### src/rtl/spi_frz_pkg.sv
package spi_frz_pkg;
    typedef enum logic [2:0] {
        ST_IDLE,
        ST_LEAD,
        ST_SHIFT,
        ST_TRAIL,
        ST_HALT
    } spi_state_t;
endpackage

### src/rtl/spi_frz_tick.sv
module spi_frz_tick #(
    parameter int HALF_DIV = 2
) (
    input  logic clk,
    input  logic rst_n,
    input  logic run,
    output logic tick
);
    localparam int CW = (HALF_DIV > 2) ? $clog2(HALF_DIV) : 1;
    localparam logic [CW-1:0] LAST = CW'(HALF_DIV - 1);

    logic [CW-1:0] cnt;

    assign tick = run && (cnt == LAST);

    always_ff @(posedge clk or negedge rst_n) begin
        if (!rst_n) begin
            cnt <= '0;
        end else if (!run || tick) begin
            cnt <= '0;
        end else begin
            cnt <= cnt + 1'b1;
        end
    end
endmodule

### src/rtl/spi_frz_shifter.sv
module spi_frz_shifter #(
    parameter int BITS = 8
) (
    input  logic            clk,
    input  logic            rst_n,
    input  logic            load,
    input  logic [BITS-1:0] load_data,
    input  logic            rise,
    input  logic            shift,
    input  logic            capture,
    input  logic            miso,
    output logic            mosi,
    output logic [BITS-1:0] rx_data
);
    logic [BITS-1:0] tx_sh;
    logic [BITS-1:0] rx_sh;

    assign mosi = tx_sh[BITS-1];

    always_ff @(posedge clk or negedge rst_n) begin
        if (!rst_n) begin
            tx_sh   <= '0;
            rx_sh   <= '0;
            rx_data <= '0;
        end else begin
            if (load) begin
                tx_sh <= load_data;
            end else if (shift) begin
                tx_sh <= {tx_sh[BITS-2:0], 1'b0};
            end
            if (rise) begin
                rx_sh <= {rx_sh[BITS-2:0], miso};
            end
            if (capture) begin
                rx_data <= rx_sh;
            end
        end
    end
endmodule

### src/rtl/spi_frz_fsm.sv
module spi_frz_fsm
    import spi_frz_pkg::*;
#(
    parameter int BITS = 8
) (
    input  logic clk,
    input  logic rst_n,
    input  logic tick,
    input  logic start,
    input  logic freeze_en,
    input  logic dbg_req,
    output logic accept,
    output logic rise,
    output logic shift,
    output logic capture,
    output logic sclk,
    output logic cs_n,
    output logic done,
    output logic busy,
    output logic halted
);
    localparam int BW = $clog2(BITS);
    localparam logic [BW-1:0] LAST_BIT = BW'(BITS - 1);

    spi_state_t state, state_nx;
    logic          pend;
    logic [BW-1:0] bitcnt;
    logic          hold;
    logic          launch;
    logic          fall_edge;
    logic          last;

    assign hold      = freeze_en && dbg_req;
    assign last      = (bitcnt == LAST_BIT);
    assign launch    = tick && (state == ST_IDLE) && pend && !hold;
    assign rise      = tick && ((state == ST_LEAD) || ((state == ST_SHIFT) && !sclk));
    assign fall_edge = tick && (state == ST_SHIFT) && sclk;
    assign shift     = fall_edge && !last;
    assign capture   = tick && (state == ST_TRAIL);
    assign busy      = pend || (state == ST_LEAD) || (state == ST_SHIFT) || (state == ST_TRAIL);
    assign accept    = start && !busy;
    assign halted    = (state == ST_HALT);

    always_comb begin
        state_nx = state;
        unique case (state)
            ST_IDLE:  if (tick && hold) state_nx = ST_HALT;
                      else if (launch) state_nx = ST_LEAD;
            ST_HALT:  if (tick && !hold) state_nx = ST_IDLE;
            ST_LEAD:  if (tick) state_nx = ST_SHIFT;
            ST_SHIFT: if (fall_edge && last) state_nx = ST_TRAIL;
            ST_TRAIL: if (tick) state_nx = ST_IDLE;
            default:  state_nx = ST_IDLE;
        endcase
    end

    always_ff @(posedge clk or negedge rst_n) begin
        if (!rst_n) begin
            state <= ST_IDLE;
        end else begin
            state <= state_nx;
        end
    end

    always_ff @(posedge clk or negedge rst_n) begin
        if (!rst_n) begin
            pend   <= 1'b0;
            bitcnt <= '0;
            sclk   <= 1'b0;
            cs_n   <= 1'b1;
            done   <= 1'b0;
        end else begin
            done <= capture;
            if (accept) begin
                pend <= 1'b1;
            end else if (launch) begin
                pend <= 1'b0;
            end
            if (launch) begin
                bitcnt <= '0;
            end else if (shift) begin
                bitcnt <= bitcnt + 1'b1;
            end
            if (rise) begin
                sclk <= 1'b1;
            end else if (fall_edge) begin
                sclk <= 1'b0;
            end
            if (launch) begin
                cs_n <= 1'b0;
            end else if (capture) begin
                cs_n <= 1'b1;
            end
        end
    end
endmodule

### src/rtl/spi_frz_master.sv
module spi_frz_master #(
    parameter int BITS     = 8,
    parameter int HALF_DIV = 2
) (
    input  logic            clk,
    input  logic            rst_n,
    input  logic            ctl_disable,
    input  logic            ctl_freeze_en,
    input  logic            dbg_req,
    input  logic            start,
    input  logic [BITS-1:0] tx_data,
    output logic [BITS-1:0] rx_data,
    output logic            done,
    output logic            busy,
    output logic            halted,
    output logic            sclk,
    output logic            cs_n,
    output logic            mosi,
    input  logic            miso
);
    logic tick, accept, rise, shift, capture;

    spi_frz_tick #(.HALF_DIV(HALF_DIV)) u_tick (
        .clk   (clk),
        .rst_n (rst_n),
        .run   (!ctl_disable),
        .tick  (tick)
    );

    spi_frz_fsm #(.BITS(BITS)) u_fsm (
        .clk       (clk),
        .rst_n     (rst_n),
        .tick      (tick),
        .start     (start),
        .freeze_en (ctl_freeze_en),
        .dbg_req   (dbg_req),
        .accept    (accept),
        .rise      (rise),
        .shift     (shift),
        .capture   (capture),
        .sclk      (sclk),
        .cs_n      (cs_n),
        .done      (done),
        .busy      (busy),
        .halted    (halted)
    );

    spi_frz_shifter #(.BITS(BITS)) u_shift (
        .clk       (clk),
        .rst_n     (rst_n),
        .load      (accept),
        .load_data (tx_data),
        .rise      (rise),
        .shift     (shift),
        .capture   (capture),
        .miso      (miso),
        .mosi      (mosi),
        .rx_data   (rx_data)
    );
endmodule

### config.mk
export PLATFORM = sky130hd
export DESIGN_NAME = spi_frz_master
export DESIGN_NICKNAME = d
export VERILOG_FILES = /design/src/rtl/spi_frz_pkg.sv /design/src/rtl/spi_frz_tick.sv /design/src/rtl/spi_frz_shifter.sv /design/src/rtl/spi_frz_fsm.sv /design/src/rtl/spi_frz_master.sv
export SDC_FILE = /design/constraint.sdc
export NUM_CORES = 1
export LEC_CHECK = 0
export ABC_AREA = 1
export BUFFER_PORTS_ARGS = -buffer_cell sky130_fd_sc_hd__buf_2
export CAP_MARGIN = 10
export CELL_PAD_IN_SITES_DETAIL_PLACEMENT = 2
export CELL_PAD_IN_SITES_GLOBAL_PLACEMENT = 2
export CORE_MARGIN = 3
export CORE_UTILIZATION = 36
export DETAILED_ROUTE_END_ITERATION = 12
export PLACE_DENSITY_LB_ADDON = 0.1
export SYNTH_ARGS = -nofsm -noshare
export SYNTH_HDL_FRONTEND = slang
export SYNTH_SLANG_ARGS = --single-unit
### constraint.sdc
create_clock -name clk -period 3.55 [get_ports clk]
set_input_delay 0.355 -clock clk [delete_from_list [all_inputs] [get_ports clk]]
set_output_delay 0.355 -clock clk [all_outputs]
set_load 0.03 [all_outputs]
== Word-level counts from Yosys, hierarchy flattened ==
Index checks and enable logic that the tools add are counted.
W data, S select, Z words.

* Flip-flop bits (word level): 35
* Latch bits: 0
* Memory bits (writable): 0
* ROM bits: 0
* Input bits: 15
* Output and inout bits: 14
* Word-level logic and storage cells: 72
* Memories kept: 0

* Add/sub/neg operators: 2
* Multiply operators: 0
* Div/mod/pow operators: 0
* Order comparisons: 0
* Equality and inequality tests: 10
* Shifts and indexed selects: 0
* Multiplexer cells: 18
* Bitwise logic cells: 0
* Reductions and logical operators: 32

{| class="wikitable"
|+ Operators with widths
! operator !! count
|-
| $mux W3 || 8
|-
| $mux W8 || 2
|-
| $logic_and A1 B1 Y1 || 15
|-
| $pmux W3 S5 || 1
|-
| $reduce_bool A2 Y1 || 5
|-
| $mux W1 || 7
|-
| $eq A3 B2 Y1 const B || 2
|-
| $eq A3 B3 Y1 const B || 2
|-
| $ne A2 B1 Y1 const B || 3
|-
| $logic_not A1 Y1 || 5
|-
| $logic_or A1 B1 Y1 || 5
|-
| $reduce_and A5 Y1 || 1
|-
| $add A3 B1 Y3 const B || 1
|-
| $eq A3 B1 Y1 const B || 1
|-
| $logic_not A3 Y1 || 1
|-
| $ne A3 B2 Y1 const B || 1
|-
| $ne A2 B2 Y1 const B || 1
|-
| $add A1 B1 Y1 const B || 1
|}

== Logic depth before layout (Yosys ltp) ==
Gate-level depths: netlist of the first run.

* Depth in word-level cells: 8
* Mapped depth: 9

== Modules after synthesis ==
A second synthesis of the first run with hierarchy kept.

* Cell total of the unflattened synthesis: 185
* Area total of the unflattened synthesis: 1630.3 sq um

{| class="wikitable"
|+ Modules (own cells, without submodules)
! module !! times used !! cells each !! area an instance (sq um) !! sequential area each (sq um)
|-
| spi_frz_shifter || 1 || 102 || 987.2 || 600.6
|-
| spi_frz_fsm || 1 || 77 || 596.8 || 251.5
|-
| spi_frz_tick || 1 || 5 || 42.5 || 25.0
|-
| spi_frz_master || 1 || 1 || 3.8 || 0.0
|}

== Least setup slack after synthesis of the first run ==
Ideal clock, no wire load.

* Kind: reg2reg
* Start: reg u_fsm.bitcnt[0]
* End: reg u_shift.tx_sh[7]
* Setup time: 0.125 ns
* Arrival: 1.149 ns
* Required time: 3.425 ns
* Path slack: 2.276 ns
* Cell stages (with the launch flop): 9
* Path buffers: 0
* Clock period less this slack: 1.274 ns
* Path through: dfrtp_1 ha_1 ha_1 inv_1 nand2_4 nand2_4 inv_4 nand2_1 nand3_1

* Cells in the longest elaborated chain, start to end: 4

{| class="wikitable"
|+ Ends and longest elaborated chain
! element !! RTL line !! source
|-
| start: declaration || spi_frz_fsm.sv:27 || <nowiki>logic [BW-1:0] bitcnt;</nowiki>
|-
| start signal: assignment || spi_frz_fsm.sv:82 || <nowiki>bitcnt <= bitcnt + 1'b1;</nowiki>
|-
| $eq A3 B3 Y1 || spi_frz_fsm.sv:34 || <nowiki>assign last = (bitcnt == LAST_BIT);</nowiki>
|-
| $logic_not A1 Y1 || spi_frz_fsm.sv:38 || <nowiki>assign shift = fall_edge && !last;</nowiki>
|-
| $logic_and A1 B1 Y1 || spi_frz_fsm.sv:38 ||
|-
| $reduce_bool A2 Y1 (no source line) || -- ||
|-
| end signal: assignment || spi_frz_shifter.sv:27 || <nowiki>tx_sh <= load_data;</nowiki>
|-
| end signal: assignment || spi_frz_shifter.sv:29 || <nowiki>tx_sh <= {tx_sh[BITS-2:0], 1'b0};</nowiki>
|-
| end: declaration || spi_frz_shifter.sv:15 || <nowiki>logic [BITS-1:0] tx_sh;</nowiki>
|}

No other way between the ends.
A chain may end at the register's enable or synchronous reset.

== Worst setup path in the final report of the first run ==
* Start: reg u_fsm.state[1]
* End: out halted

* Cells in the longest elaborated chain, start to end: 1

{| class="wikitable"
|+ Ends and longest elaborated chain
! element !! RTL line !! source
|-
| start: declaration || spi_frz_fsm.sv:25 || <nowiki>spi_state_t state, state_nx;</nowiki>
|-
| start signal: assignment || spi_frz_fsm.sv:61 || <nowiki>state <= state_nx;</nowiki>
|-
| $eq A3 B3 Y1 || spi_frz_fsm.sv:42 || <nowiki>assign halted = (state == ST_HALT);</nowiki>
|-
| end: declaration || spi_frz_master.sv:15 || <nowiki>output logic halted,</nowiki>
|}

No other way between the ends.

==> results of run 1 <==
worst max-delay path, delay by kind of cell, from the launching register on:
kind          cells  cell delay [ns]
simple gates      2             0.34
buf+inv           2             0.26
flops             1             0.44
power by group through the flow:
stage | Sequential [µW] | Combinational, µW | Clock, µW
final | 646 | 642 | 316
after global routing | 668 | 731 | 344
after CTS | 650 | 657 | 325
after detailed placement | 654 | 654 | 0
after global placement | 639 | 612 | 0
after floorplan | 712 | 411 | 0
layer usage:
metal | track usage [%] | wire (µm) | vias up | share of wire [%]
li1 | - | - | 671 | -
met1 | 22.2 | 1870 | 669 | 43
met2 | 30.4 | 2310 | 17 | 54
met3 | 3.96 | 107 | 4 | 2.5
met4 | 2.91 | 24 | 0 | 0.56
met5 | 0 | 0 | - | 0
through the flow:
| step | worst slack [ns] | hold slack [ns] | instances | instance area (µm²) |
|---|---|---|---|---|
| global placement | 2.06 | 0.461 | 275 | 1910 |
| detailed placement | 1.96 | 0.470 | 275 | 1910 |
| finish | 1.88 | 0.165 | 283 | 2010 |
| CTS | 1.84 | 0.185 | 283 | 2010 |
| floorplan | 2.28 | 0.0594 | 198 | 1740 |
| global route | 1.78 | 0.209 | 283 | 2010 |
final timing paths:
check | start | to | slack [ns] | cells after the start
max | u_fsm.state[1]$_DFFE_PN0P_ | halted | 1.88 | 4
min reg2reg | u_tick.cnt$_DFF_PN0_ | u_tick.cnt$_DFF_PN0_ | 0.48 | 1
max reg2reg | u_fsm.state[1]$_DFFE_PN0P_ | u_shift.rx_data[7]$_DFFE_PN0P_ | 2.01 | 6
min in group clk | ctl_disable | u_tick.cnt$_DFF_PN0_ | 0.30 | 2
min | rst_n | u_shift.rx_sh[3]$_DFFE_PN0P_ | 0.16 | 1
max in group asynchronous | rst_n | u_fsm.bitcnt[1]$_DFFE_PN0P_ | 2.88 | 1
cell usage after synthesis, types with 3 or more instances:
cell	instances	area, µm²
sky130_fd_sc_hd__dfrtp_1	34	851
sky130_fd_sc_hd__nand2_2	6	37.5
sky130_fd_sc_hd__inv_1	27	101
sky130_fd_sc_hd__nand2_1	69	259
sky130_fd_sc_hd__buf_6	3	33.8
sky130_fd_sc_hd__nand3_1	6	30.0
sky130_fd_sc_hd__nor2_1	8	30.0
sky130_fd_sc_hd__o21ai_2	20	175
sky130_fd_sc_hd__o21ai_0	3	15.0
sky130_fd_sc_hd__nand4_1	3	18.8
sequential cells by signal, indices dropped and copies added (netlist names):
name,cells
u_fsm.bitcnt,3
u_fsm.cs_n,1
u_fsm.done,1
u_fsm.pend,1
u_fsm.sclk,1
u_fsm.state,3
u_shift.rx_data,8
u_shift.rx_sh,8
u_shift.tx_sh,8
u_tick.cnt,1
kinds of logic (layout without fill, tap and decap cells):
kind of cell	after synthesis	after routing	share of synthesized area [%]
AND/OR/NAND/NOR	102	102	27.6
adder cells (fa/ha/maj)	2	2	1.44
flip-flops	35	35	50.4
buffers and inverters	33	66	8.55
AO/OA/AOI/OAI	26	26	12.1
area by class of cell:
cell class,count,area [µm²]
inverter,30,115
sequential,35,877
multi-input combinational,130,716
tap,52,65.1
fill,522,2490
clock buffer,8,100
timing repair buffer,28,140
==> flow_summary.rst, run 1 <==
.. list-table::
   :header-rows: 1

   * - Metric
     - Value
   * - Transition time at the pin with the least slew margin
     - 0.801 ns
   * - Arrival time of the worst setup path
     - 1.32 ns
   * - CTS-repair resized insts
     - 0
   * - Setup TNS
     - 0 ns
   * - Setup-failing EPs final
     - 0
   * - Post-Route WL
     - 4.31 mm
   * - Data required time at the worst endpoint
     - 3.19 ns
   * - Headroom to the max-slew limit
     - between 40 and 50%
   * - Total half-perimeter wirelength after legalization and detailed placement
     - about 3.4 mm
   * - Fraction of power spent switching nets
     - between 40% and 50%
   * - Maximum frequency from static timing analysis
     - around 0.6 GHz
   * - First-pass GRT wire length
     - between 7 and 8 mm
   * - Post-route core utilization
     - 44.7%
   * - Per-instance average area after synthesis
     - 8.80 µm²
   * - Count of unique library cells instantiated by Yosys
     - 23
   * - Antenna violation net count after detailed routing
     - 0
   * - Vias
     - 1361
   * - Total standard cell area after synthesis
     - about 0.0017 mm²
   * - Count of buffers added by post-CTS timing repair for setup
     - 0
   * - RD Place Congestion
     - between 0.7 and 0.8
   * - Synthesized netlist net count
     - 215
   * - Yosys reg bits
     - 35
   * - Latest clock arrival within the worst-skew pair
     - 0.28 ns
   * - Cell-by-cell trace of the critical path
     - nor2_1 -> nand2_1 -> inv_1 -> buf_2
   * - Total power
     - 1600 µW
   * - Starting Density
     - 38.7%
   * - Slowest CP cell
     - sky130_fd_sc_hd__dfrtp_1
   * - Area of the core
     - between 0.004 and 0.005 mm²
   * - Clock Sink Count
     - 35
   * - Number of placement rows
     - 24
   * - Run status
     - finished, final reports clean
   * - Routed via count divided by cell count
     - 4.81
   * - Routed length per instance
     - 15.2 µm
   * - Minimum clock period
     - 1.67 ns
   * - Initial antenna violation count
     - 0
   * - Area growth from synthesis to layout
     - 15.6%
   * - Worst path max stage delay
     - 0.44 ns
   * - Pwr Density
     - 797 mW/mm²
   * - Iteration-0 DRC Markers
     - 42
   * - Max IR drop VDD
     - a little over 0.0003 V
   * - Clk pwr share
     - around a fifth
   * - RSZ-0062 raised after global routing
     - no
   * - Sequential fraction of design power
     - 40.3%
   * - Number of buffers inserted during clock tree synthesis
     - 5
   * - Maximum fanout count along the critical path
     - 4
   * - Share of flip-flops with an asynchronous set or reset after synthesis
     - 100%
   * - Net switching power
     - 675 µW
   * - Fraction of layout instances using a drive strength above 1
     - about 32%
   * - Clock edge transition at the registers on the reported setup and hold paths
     - 0.07 ns
   * - Die area
     - 0.00571 mm²
   * - Vertical die dimension
     - 75.6 µm
   * - Leading cell type in the layout, fill and taps excluded
     - sky130_fd_sc_hd__nand2_1
   * - Number of hold-repair buffers added at the cts stage
     - 0
   * - Clock tree from TritonCTS
     - built
   * - All-layer global routing usage
     - 17.3%
   * - Max Cap Violations
     - 0
   * - Final clock skew
     - 0.00433 ns
   * - Count of nets after finishing
     - 247
   * - Fraction of the cycle the final worst path needs
     - about 47%
   * - X dimension of the die
     - 75.6 µm
   * - Total iterations of the first detailed-routing run
     - 4
   * - Remaining global-route overflow
     - 0
   * - Yosys synthesis warning count
     - 0
   * - Post-synth EDFFs
     - 0
   * - Comb power frac
     - 40.0%
   * - # diodes
     - 0
   * - Sequential-to-total area share from yosys stat
     - 50.4%
   * - Number of design rule violations left after detail routing
     - 0
   * - Class of the worst hold path
     - in2async
   * - Number of buffers on the longest clock path
     - 2
   * - I/O Pins
     - 29
   * - CP Class
     - reg2out
   * - Final count of pins violating max slew
     - 0
   * - Static leakage power
     - roughly 0.0011 µW
   * - Master cell of the clock root buffer
     - sky130_fd_sc_hd__clkbuf_8
   * - Leading register cell type out of synthesis
     - sky130_fd_sc_hd__dfrtp_1
   * - Syn Inst Count
     - slightly below 200
   * - Internal Power
     - 930 µW
   * - Buffers added on ports
     - 28
   * - Number of global-route vias before repair
     - 1528
   * - Worst setup SP type
     - flip-flop
   * - Max H-tree Level
     - 2
   * - Commonest non-fill, non-tap cells in the layout
     - sky130_fd_sc_hd__nand2_1, sky130_fd_sc_hd__dfrtp_1, sky130_fd_sc_hd__buf_2
   * - Pin count of the biggest net entering global routing
     - 36
   * - Fin. Hold Viols
     - 0
   * - Setup crit end kind
     - output port
No activity file was read; power rests on OpenSTA's default activity.
==> inputs of run 2 (changes only) <==
CORE_UTILIZATION = 30   (was 36)
clock period = 1.48 ns   (was 3.55 ns; I/O delays follow)
==> flow_summary.rst, run 2 (synthesis gave the netlist of run 1 again) <==
.. list-table::
   :header-rows: 1

   * - Metric
     - Value
   * - Run status
     - finished, final reports clean
   * - Number of placement rows
     - 27 (+13%)
   * - Data required time at the worst endpoint
     - 1.33 ns (-1.86 ns)
   * - Number of buffers on the longest clock path
     - 2 (unchanged)
   * - RD Place Congestion
     - 0.794 (+1.9%)
   * - Final clock skew
     - 0.00447 ns (+0.000140 ns)
   * - Die area
     - 0.00676 mm² (+18%)
   * - CP Class
     - reg2out
   * - Pin count of the biggest net entering global routing
     - 36 (unchanged)
   * - Worst hold start
     - ctl_disable
   * - Number of global-route vias before repair
     - 1594 (+4.3%)
   * - Leading cell type in the layout, fill and taps excluded
     - sky130_fd_sc_hd__nand2_1
   * - Cell-by-cell trace of the critical path
     - buf_4 -> nor2_2 -> nand2_2 -> inv_1 -> buf_4
   * - Final count of pins violating max slew
     - 0 (unchanged)
   * - Fraction of the cycle the final worst path needs
     - 94.6%
   * - Fin. Hold Viols
     - 0 (unchanged)
   * - Commonest non-fill, non-tap cells in the layout
     - sky130_fd_sc_hd__nand2_1, sky130_fd_sc_hd__dfrtp_1, sky130_fd_sc_hd__inv_1, sky130_fd_sc_hd__buf_2, sky130_fd_sc_hd__o21ai_2
   * - Instance count on the critical path
     - 5 (+1)
   * - Crit Reg-Reg Endpoint
     - u_shift.tx_sh[7]$_DFFE_PN0P_
   * - Routed via count divided by cell count
     - 4.55 (-5.3%)
   * - RSZ-0062 raised after global routing
     - yes
   * - Worst reg-to-reg setup slack
     - 0.09 ns (-1.92 ns)
   * - Setup-failing EPs final
     - 0 (unchanged)
   * - Slowest CP cell
     - sky130_fd_sc_hd__dfrtp_1
   * - Total iterations of the first detailed-routing run
     - 4 (unchanged)
   * - Fraction of layout instances using a drive strength above 1
     - 36.4% (+4.3 points)
   * - X dimension of the die
     - 82.2 µm (+8.8%)
   * - Count of nets after finishing
     - 259 (+4.9%)
   * - Post-Route WL
     - 4.41 mm (+2.4%)
   * - Post-route cell area
     - 0.00215 mm² (+6.6%)
   * - Master cell of the clock root buffer
     - sky130_fd_sc_hd__clkbuf_8
   * - Worst path max stage delay
     - 0.39 ns (-0.05 ns)
   * - Vertical die dimension
     - 82.2 µm (+8.8%)
   * - Biggest registers after layout
     - u_shift.rx_data x8, u_shift.rx_sh x8, u_shift.tx_sh x8
   * - Routed length per instance
     - 14.1 µm (-7.7%)
   * - Placement Cell Area
     - 0.00198 mm² (+3.3%)
   * - Setup slack at placement
     - 0.0557 ns (-1.90 ns)
   * - Number of design rule violations left after detail routing
     - 0 (unchanged)
   * - Buffers added on ports
     - 28 (unchanged)
   * - Reg-to-reg startpoint
     - u_fsm.state[2]$_DFFE_PN0P_
   * - Hold path cells
     - 2
   * - Maximum fanout count along the critical path
     - 3 (-1)
   * - Max Cap Violations
     - 0 (unchanged)
   * - Cell with the most instances on the worst path
     - sky130_fd_sc_hd__buf_4
   * - Latest clock arrival within the worst-skew pair
     - 0.28 ns (about the same)
   * - Minimum clock period
     - between 1 and 1.5 ns
   * - Clock tree from TritonCTS
     - built
   * - Starting Density
     - 31.2% (-7.4 points)
   * - Bufs and invs on worst path
     - 3 (+1)
   * - Post-route worst setup slack
     - 0.0802 ns (-1.80 ns)
   * - Total half-perimeter wirelength after legalization and detailed placement
     - 3.29 mm (-2.1%)
   * - Worst path top cell family by delay
     - flip-flops
   * - # diodes
     - 0 (unchanged)
   * - Clock Sink Count
     - 35 (unchanged)
   * - Initial antenna violation count
     - 0 (unchanged)
   * - Vias
     - 1430 (+5.1%)
   * - Remaining global-route overflow
     - 0 (unchanged)
   * - Placed cells
     - 300 (+9.1%)
   * - Antenna violation net count after detailed routing
     - 0 (unchanged)
   * - Worst hold slack across all endpoints
     - 0.0774 ns (-0.0875 ns)
   * - Max H-tree Level
     - 2 (unchanged)
   * - FF-to-FF path depth
     - 8 (+2)
   * - Class of the worst hold path
     - in2reg
   * - Static leakage power
     - 0.00114 µW (+3.9%)
   * - Maximum frequency from static timing analysis
     - 0.714 GHz
   * - Setup TNS
     - 0 ns (unchanged)
   * - Area of the core
     - 0.00557 mm² (+24%)
   * - Transition time at the pin with the least slew margin
     - 0.460 ns (-0.341 ns)
   * - Headroom to the max-slew limit
     - 69.3% (+23 points)
   * - Endpoint of the worst hold path
     - u_tick.cnt$_DFF_PN0_
   * - Pwr Density
     - 1820 mW/mm² (+130%)
   * - First-pass GRT wire length
     - 7.23 mm (-3.1%)
   * - Max IR drop VDD
     - 0.000719 V (+130%)
   * - Clock edge transition at the registers on the reported setup and hold paths
     - 0.07 ns (about the same)
   * - Iteration-0 DRC Markers
     - 27 (-36%)
   * - Setup crit end kind
     - output port
   * - Fill cells
     - 629 (+20%)
   * - Area growth from synthesis to layout
     - 23.2%
   * - Number of buffers inserted during clock tree synthesis
     - 5 (unchanged)
   * - Worst setup SP type
     - flip-flop
   * - All-layer global routing usage
     - 14.3% (-3.0 points)
   * - Cell Count, Final, Fillers Out
     - 314 (+11%)
   * - Arrival time of the worst setup path
     - 1.25 ns (-0.07 ns)
   * - I/O Pins
     - 29 (unchanged)
## run 2: area by class of cell
type	instances	area (µm²)	area share (%)
timing repair buffer	38	220	10.3
sequential	35	877	40.9
tap	72	90.1	4.20
inverter	30	115	5.36
clock inverter	1	5.00	0.233
clock buffer	6	82.6	3.85
multi-input combinational	132	756	35.2
## run 2: worst max-delay path by stage
| stage | start | endpoint | slack (ns) |
|---|---|---|---|
| 2_1_floorplan | u_fsm.bitcnt[0]$_DFFE_PN0P_ | u_shift.tx_sh[7]$_DFFE_PN0P_ | 0.21 |
| 3_3_place_gp | u_fsm.state[2]$_DFFE_PN0P_ | u_shift.rx_sh[0]$_DFFE_PN0P_ | 0.09 |
| 3_5_place_dp | u_fsm.state[0]$_DFFE_PN0P_ | u_shift.tx_sh[0]$_DFFE_PN0P_ | 0.06 |
| 4_1_cts | u_fsm.state[1]$_DFFE_PN0P_ | halted | 0.03 |
| 5_1_grt | u_fsm.state[2]$_DFFE_PN0P_ | u_shift.tx_sh[0]$_DFFE_PN0P_ | -0.04 |
| 6_report | u_fsm.state[1]$_DFFE_PN0P_ | halted | 0.08 |
## run 2: worst reg2reg max path, delay by kind of cell (launching register included)
kind                   cells  cell delay (ns)
flip-flops                 1             0.46
buffers and inverters      1             0.07
AND/OR/NAND/NOR            7             0.75
## run 2: through the flow
step / power, µW / util, %
after CTS: 3890 / 37.3
final: 3900 / 38.5
after global routing: 4270 / 38.5
after floorplan: 2700 / -
after global placement: 3060 / 35.4
after detailed placement: 3150 / 35.4
## run 2: report_power, final
group / switching (µW) / internal, µW
combinational: 1110 / 568
sequential: 214 / 1310
clock: 324 / 365
total: 1650 / 2240
## run 2: repair_timing
item | 4_1_cts | 5_1_grt
gates cloned | 0 | 2
hold buffers | 1 | 0
pin swaps | 0 | 1
endpoints found under the hold margin | 34 | 0
buffers inserted | 0 | 4
setup endpoints to repair | 1 | 14
resized for setup | 2 | 4
## run 2: metal layers
metal | up-vias | wire (µm) | global-route usage (%)
li1 | 700 | - | -
met1 | 702 | 1890 | 16.0
met2 | 20 | 2340 | 26.2
met3 | 8 | 111 | 3.04
met4 | 0 | 77 | 5.48
met5 | - | 0 | 0
